`src/rtl/pw_ack_tracker.sv`:
```
module pw_ack_tracker #(
  parameter int DEPTH   = 16,
  parameter int TAG_W   = 16,
  parameter int CMD_W   = 7,
  parameter int MIN_LAT = 2,
  parameter int MAX_LAT = 48000,
  parameter logic [CMD_W-1:0] CMD_WR_INV = 7'b0100100,
  parameter logic [CMD_W-1:0] CMD_WR_MRG = 7'b0101100
) (
  input  logic                     clk,
  input  logic                     rst_n,
  input  logic                     clr_err,
  input  logic                     hdr_vld,
  input  logic [CMD_W-1:0]         hdr_cmd,
  input  logic [TAG_W-1:0]         hdr_tag,
  input  logic                     ack_vld,
  input  logic [TAG_W-1:0]         ack_tag,
  output logic [$clog2(DEPTH+1)-1:0] outstanding,
  output logic                     credit_ok,
  output logic                     err_early,
  output logic                     err_timeout,
  output logic                     err_unsolicited,
  output logic                     err_overflow,
  output logic                     err_tag_mismatch
);
  localparam int PTR_W = (DEPTH > 1) ? $clog2(DEPTH) : 1;
  localparam int CNT_W = $clog2(DEPTH+1);
  localparam int TS_W  = $clog2(MAX_LAT+1) + 1;
  localparam logic [CNT_W-1:0] FULL_CNT = CNT_W'(DEPTH);
  localparam logic [PTR_W-1:0] LAST_PTR = PTR_W'(DEPTH-1);
  localparam logic [TS_W-1:0]  MAX_AGE  = TS_W'(MAX_LAT);
  localparam logic [TS_W-1:0]  MIN_AGE  = TS_W'(MIN_LAT);

  logic [TAG_W-1:0] tag_q [DEPTH];
  logic [TS_W-1:0]  ts_q  [DEPTH];
  logic [DEPTH-1:0] live_q, late_q;
  logic [PTR_W-1:0] rd_ptr, wr_ptr;
  logic [CNT_W-1:0] cnt_q;
  logic [TS_W-1:0]  now_q;

  logic is_wr, empty, full, push, pop, head_late;
  logic ev_early, ev_to, ev_un, ev_ov, ev_mm;
  logic [TS_W-1:0] head_age;

  assign is_wr     = hdr_vld && (hdr_cmd == CMD_WR_INV || hdr_cmd == CMD_WR_MRG);
  assign empty     = (cnt_q == '0);
  assign full      = (cnt_q == FULL_CNT);
  assign push      = is_wr && !full;
  assign pop       = ack_vld && !empty;
  assign head_age  = now_q - ts_q[rd_ptr];
  assign head_late = !empty && (late_q[rd_ptr] || head_age > MAX_AGE);

  assign ev_to    = head_late;
  assign ev_early = pop && !head_late && (head_age < MIN_AGE);
  assign ev_mm    = pop && (ack_tag != tag_q[rd_ptr]);
  assign ev_un    = ack_vld && empty;
  assign ev_ov    = is_wr && full;

  assign outstanding = cnt_q;
  assign credit_ok   = !full;

  always_ff @(posedge clk or negedge rst_n) begin
    if (!rst_n) begin
      now_q  <= '0;
      rd_ptr <= '0;
      wr_ptr <= '0;
      cnt_q  <= '0;
    end else begin
      now_q <= now_q + 1'b1;
      if (push) wr_ptr <= (wr_ptr == LAST_PTR) ? '0 : wr_ptr + 1'b1;
      if (pop)  rd_ptr <= (rd_ptr == LAST_PTR) ? '0 : rd_ptr + 1'b1;
      if (push && !pop)      cnt_q <= cnt_q + 1'b1;
      else if (pop && !push) cnt_q <= cnt_q - 1'b1;
    end
  end

  always_ff @(posedge clk or negedge rst_n) begin
    if (!rst_n) begin
      live_q <= '0;
      late_q <= '0;
      for (int i = 0; i < DEPTH; i++) begin
        tag_q[i] <= '0;
        ts_q[i]  <= '0;
      end
    end else begin
      for (int i = 0; i < DEPTH; i++) begin
        if (push && wr_ptr == PTR_W'(i)) begin
          live_q[i] <= 1'b1;
          late_q[i] <= 1'b0;
          tag_q[i]  <= hdr_tag;
          ts_q[i]   <= now_q;
        end else if (pop && rd_ptr == PTR_W'(i)) begin
          live_q[i] <= 1'b0;
          late_q[i] <= 1'b0;
        end else if (live_q[i] && (now_q - ts_q[i]) > MAX_AGE) begin
          late_q[i] <= 1'b1;
        end
      end
    end
  end

  always_ff @(posedge clk or negedge rst_n) begin
    if (!rst_n) begin
      err_early        <= 1'b0;
      err_timeout      <= 1'b0;
      err_unsolicited  <= 1'b0;
      err_overflow     <= 1'b0;
      err_tag_mismatch <= 1'b0;
    end else begin
      err_early        <= (err_early        && !clr_err) || ev_early;
      err_timeout      <= (err_timeout      && !clr_err) || ev_to;
      err_unsolicited  <= (err_unsolicited  && !clr_err) || ev_un;
      err_overflow     <= (err_overflow     && !clr_err) || ev_ov;
      err_tag_mismatch <= (err_tag_mismatch && !clr_err) || ev_mm;
    end
  end
endmodule

```
`config.mk`:
```
export PLATFORM = sky130hd
export DESIGN_NAME = pw_ack_tracker
export DESIGN_NICKNAME = d
export VERILOG_FILES = /design/src/rtl/pw_ack_tracker.sv
export SDC_FILE = /design/constraint.sdc
export NUM_CORES = 2
export LEC_CHECK = 0
export BUFFER_PORTS_ARGS = -buffer_cell sky130_fd_sc_hd__buf_2
export CORE_ASPECT_RATIO = 1.75
export CORE_MARGIN = 2
export CORE_UTILIZATION = 49
export CTS_CLUSTER_SIZE = 16
export DETAILED_ROUTE_END_ITERATION = 10
export SYNTH_ARGS = -nofsm -noshare
export SYNTH_HDL_FRONTEND = slang
export SYNTH_SLANG_ARGS = --single-unit
```
`constraint.sdc`:
```
create_clock -name clk -period 7.1 [get_ports clk]
set_input_delay 0.71 -clock clk [delete_from_list [all_inputs] [get_ports clk]]
set_output_delay 0.71 -clock clk [all_outputs]
set_load 0.01 [all_outputs]
```
==> flow_metrics.py <==
metrics = {
    "clock_tree": {
        "path_clk_slew_ns": 0.07,
        "post_cts_resized": 0,
        "cts_setup_buffers": 0,
        "cts_inserted_buffers": 57,
        "insertion_delay_ns": 0.65,
        "cts_tree": "yes",
        "hold_buffers": 0,
        "ctsRootBufferMaster": "clkbuf_16",
        "clk_path_buf_depth": 3,
        "cts.sinks": 595,
        "cts_htree_levels": 2,
    },
    "setup_path": {
        "cp-end-kind": "register",
        "cp_data_required_time_ns": 7.68,
        "r2r-start": "rd_ptr[0]",
        "path_max_fanout": 28,
        "start_kind": "register",
        "cp_data_arrival_time_ns": 5.95,
        "worstSetupPathType": "register to register",
        "crit_start": "rd_ptr[0]",
        "reg2reg_slack_ns": 1.72,
    },
    "floorplanning": {
        "die_h_um": 384,
        "initial_utilization_pct": 49.3,
        "core_area_um2": 81900,
        "pin_count": 55,
        "die_w_um": 221,
        "rows": 139,
        "dieArea_um2": 84900,
    },
    "timing": {
        "slew_headroom_pct": 27.0,
        "hold_viol": 0,
        "slew_violations": 0,
        "timing.hold.ws_ns": 0.0649,
        "skew_ns": 0.0313,
        "fmax_mhz": 186,
        "fin_ws_ns": 1.72,
        "tns_ns": 0,
        "finalWorstPathRequiredPeriod_ns": 5.38,
        "tightestPinTransition_ns": 1.09,
        "fin_crit_sh_pct": 75.7,
        "setup_viol": 0,
        "rsz0062_at_grt": "no",
    },
    "hold_path": {
        "hold_path.class": "input pin to asynchronous set/reset pin",
    },
    "final_layout": {
        "fillerInstances": 7251,
        "drive_gt1_share_pct": 22.5,
        "layout.nets": 4138,
        "final_cell_count_no_fill": 4896,
        "syn_to_final_growth_pct": 8.72,
    },
    "synthesis": {
        "yosys_most_used_dff": "dfrtp_1",
        "ys_async_sr_fraction_pct": 100,
        "yosysSeqAreaShare_pct": 36.9,
        "ys_seq_elements": 595,
        "synth_enable_flop_cells": 0,
        "synthDistinctLibCells": 82,
        "syn_nets": 4136,
        "synth_warnings": 0,
        "syn_area_um2": 40400,
        "avgSynthCellArea_um2": 10.7,
        "synth_cells": 3789,
    },
    "global_routing": {
        "grt_usage_pct": 27.5,
        "grt_overflow": 0,
        "grt_max_degree": 158,
        "grt_pass1_vias": 31200,
        "antenna_found_initial": 5,
        "grt_pass1_wl_mm": 180,
    },
    "run_status": {
        "status": "completed",
    },
    "place": {
        "dp_slack_ns": 1.71,
        "io_buffers": 53,
        "place_inst": 4789,
        "gp_congestion": 0.897,
        "hpwl_mm": 85.2,
    },
    "drt": {
        "ant_nets": 0,
        "num_vias": 29700,
        "postRouteWirelength_mm": 116,
        "initialDrtViolationCount": 1253,
        "route.detailed.drc": 0,
        "drtPass1Iterations": 8,
        "viasPerCell": 6.07,
        "wl_per_cell_um": 23.6,
    },
    "power_and_ir_drop": {
        "vdd_drop_max_mv": 0.253,
        "p_leak_uw": 0.0206,
        "p_total_uw": 9240,
        "pwr_density_cell_nw_per_um2": 210,
    },
    "job": {
        "cap_viol_max_count": 0,
    },
}
metrics by stage:
step	instance area, µm²	util [%]
global placement	41800	51.1
floorplan	40400	-
global route	43900	53.6
detailed placement	41800	51.1
CTS	43900	53.6
finish	43900	53.6
worst paths after layout:
kind	to	depth (start not counted)
worst max-delay path	err_timeout	14
max in group asynchronous	tag_q[255]	2
worst min register to register	live_q[4]	1
worst max register to register	err_timeout	14
min in group clk	err_unsolicited	3
worst min-delay path	tag_q[12]	1
flip-flops by register name, summed over array words and instances, names as in the netlist, 4 cells and up:
signal	flops
late_q	16
live_q	16
now_q	17
outstanding	5
rd_ptr	4
tag_q	256
ts_q	272
wr_ptr	4
layer usage:
metal | share of wire [%] | global-route usage (%) | routed length, µm | vias up
li1 | - | - | - | 13900
met1 | 35 | 27.7 | 40300 | 14900
met2 | 55 | 53.3 | 63400 | 628
met3 | 3.0 | 2.86 | 3430 | 338
met4 | 7.4 | 18.1 | 8600 | 4
met5 | 0.022 | 0 | 26 | -
final cells by class:
cell class,instances,area (µm²),share of cell area [%]
flip-flops and latches,595,14900,33.9
clock buffers,78,1660,3.77
multi-input cells,2715,23700,53.9
well taps,1057,1320,3.01
repair buffers,110,741,1.69
inverters,312,1170,2.67
clock inverters,28,439,1.00
diodes,1,2.50,0.00570
report_power, final:
group / switching, µW / internal (µW)
combinational: 1150 / 928
clock: 1440 / 2000
sequential: 243 / 3470
total: 2830 / 6410
worst max-delay path: stages, from the launching register on:
cell	delay [ns]
dfrtp_4	0.85
mux4_2	0.73
mux4_2	0.50
ha_1	0.22
fa_1	0.41
nor2b_1	0.24
o21a_1	0.15
o21ai_0	0.15
a21oi_1	0.44
a311oi_1	0.19
xnor2_1	0.26
nor3b_1	0.37
o32ai_1	0.19
a211oi_1	0.40
a221o_1	0.17
Yosys cell counts (11+ instances only):
| cell | instances | area share, % |
|---|---|---|
| nor3_1 | 68 | 0.84 |
| a21o_1 | 72 | 1.3 |
| o21ai_1 | 12 | 0.15 |
| ha_1 | 285 | 8.8 |
| nor2_1 | 141 | 1.3 |
| fa_1 | 18 | 0.89 |
| o31ai_1 | 15 | 0.28 |
| a31oi_1 | 25 | 0.39 |
| buf_1 | 17 | 0.16 |
| and3_1 | 30 | 0.46 |
| inv_1 | 312 | 2.9 |
| and2_1 | 17 | 0.26 |
| a21oi_1 | 165 | 2.0 |
| dfrtp_1 | 595 | 37 |
| nand2b_1 | 29 | 0.45 |
| a2111oi_0 | 11 | 0.24 |
| mux4_2 | 169 | 9.4 |
| o2111ai_1 | 13 | 0.28 |
| o41ai_1 | 14 | 0.30 |
| clkbuf_1 | 119 | 1.1 |
| o31a_1 | 20 | 0.43 |
| a211oi_1 | 22 | 0.41 |
| nand3_1 | 78 | 0.97 |
| xor2_1 | 99 | 2.1 |
| nand2_1 | 251 | 2.3 |
| o21ai_0 | 213 | 2.6 |
| or2_2 | 12 | 0.19 |
| buf_2 | 27 | 0.33 |
| o21a_1 | 65 | 1.2 |
| or3_1 | 21 | 0.33 |
| nor4_1 | 20 | 0.31 |
| o21bai_1 | 15 | 0.28 |
| xnor2_1 | 110 | 2.4 |
| nor2b_1 | 56 | 0.87 |
| mux2_2 | 437 | 12 |
| o211ai_1 | 19 | 0.35 |
| nand4_1 | 27 | 0.42 |
placed cells by master (no fill, tap or decap), drive strengths merged, types with 141 or more instances in the layout:
cell type	count
a21oi	165
dfrtp	595
ha	285
inv	314
mux2	437
mux4	169
nand2	251
nor2	141
o21ai	225
logic make-up after synthesis:
logic type | share of synthesized area, %
xor gates and xnor gates | 4.53
buffers and inverters | 4.61
DFF | 36.9
adders and majority gates | 9.72
AOI/OAI and AO/OA | 12.8
muxes | 21.8
and+or+nand+nor | 9.69
(Power assumes the default switching activity.)
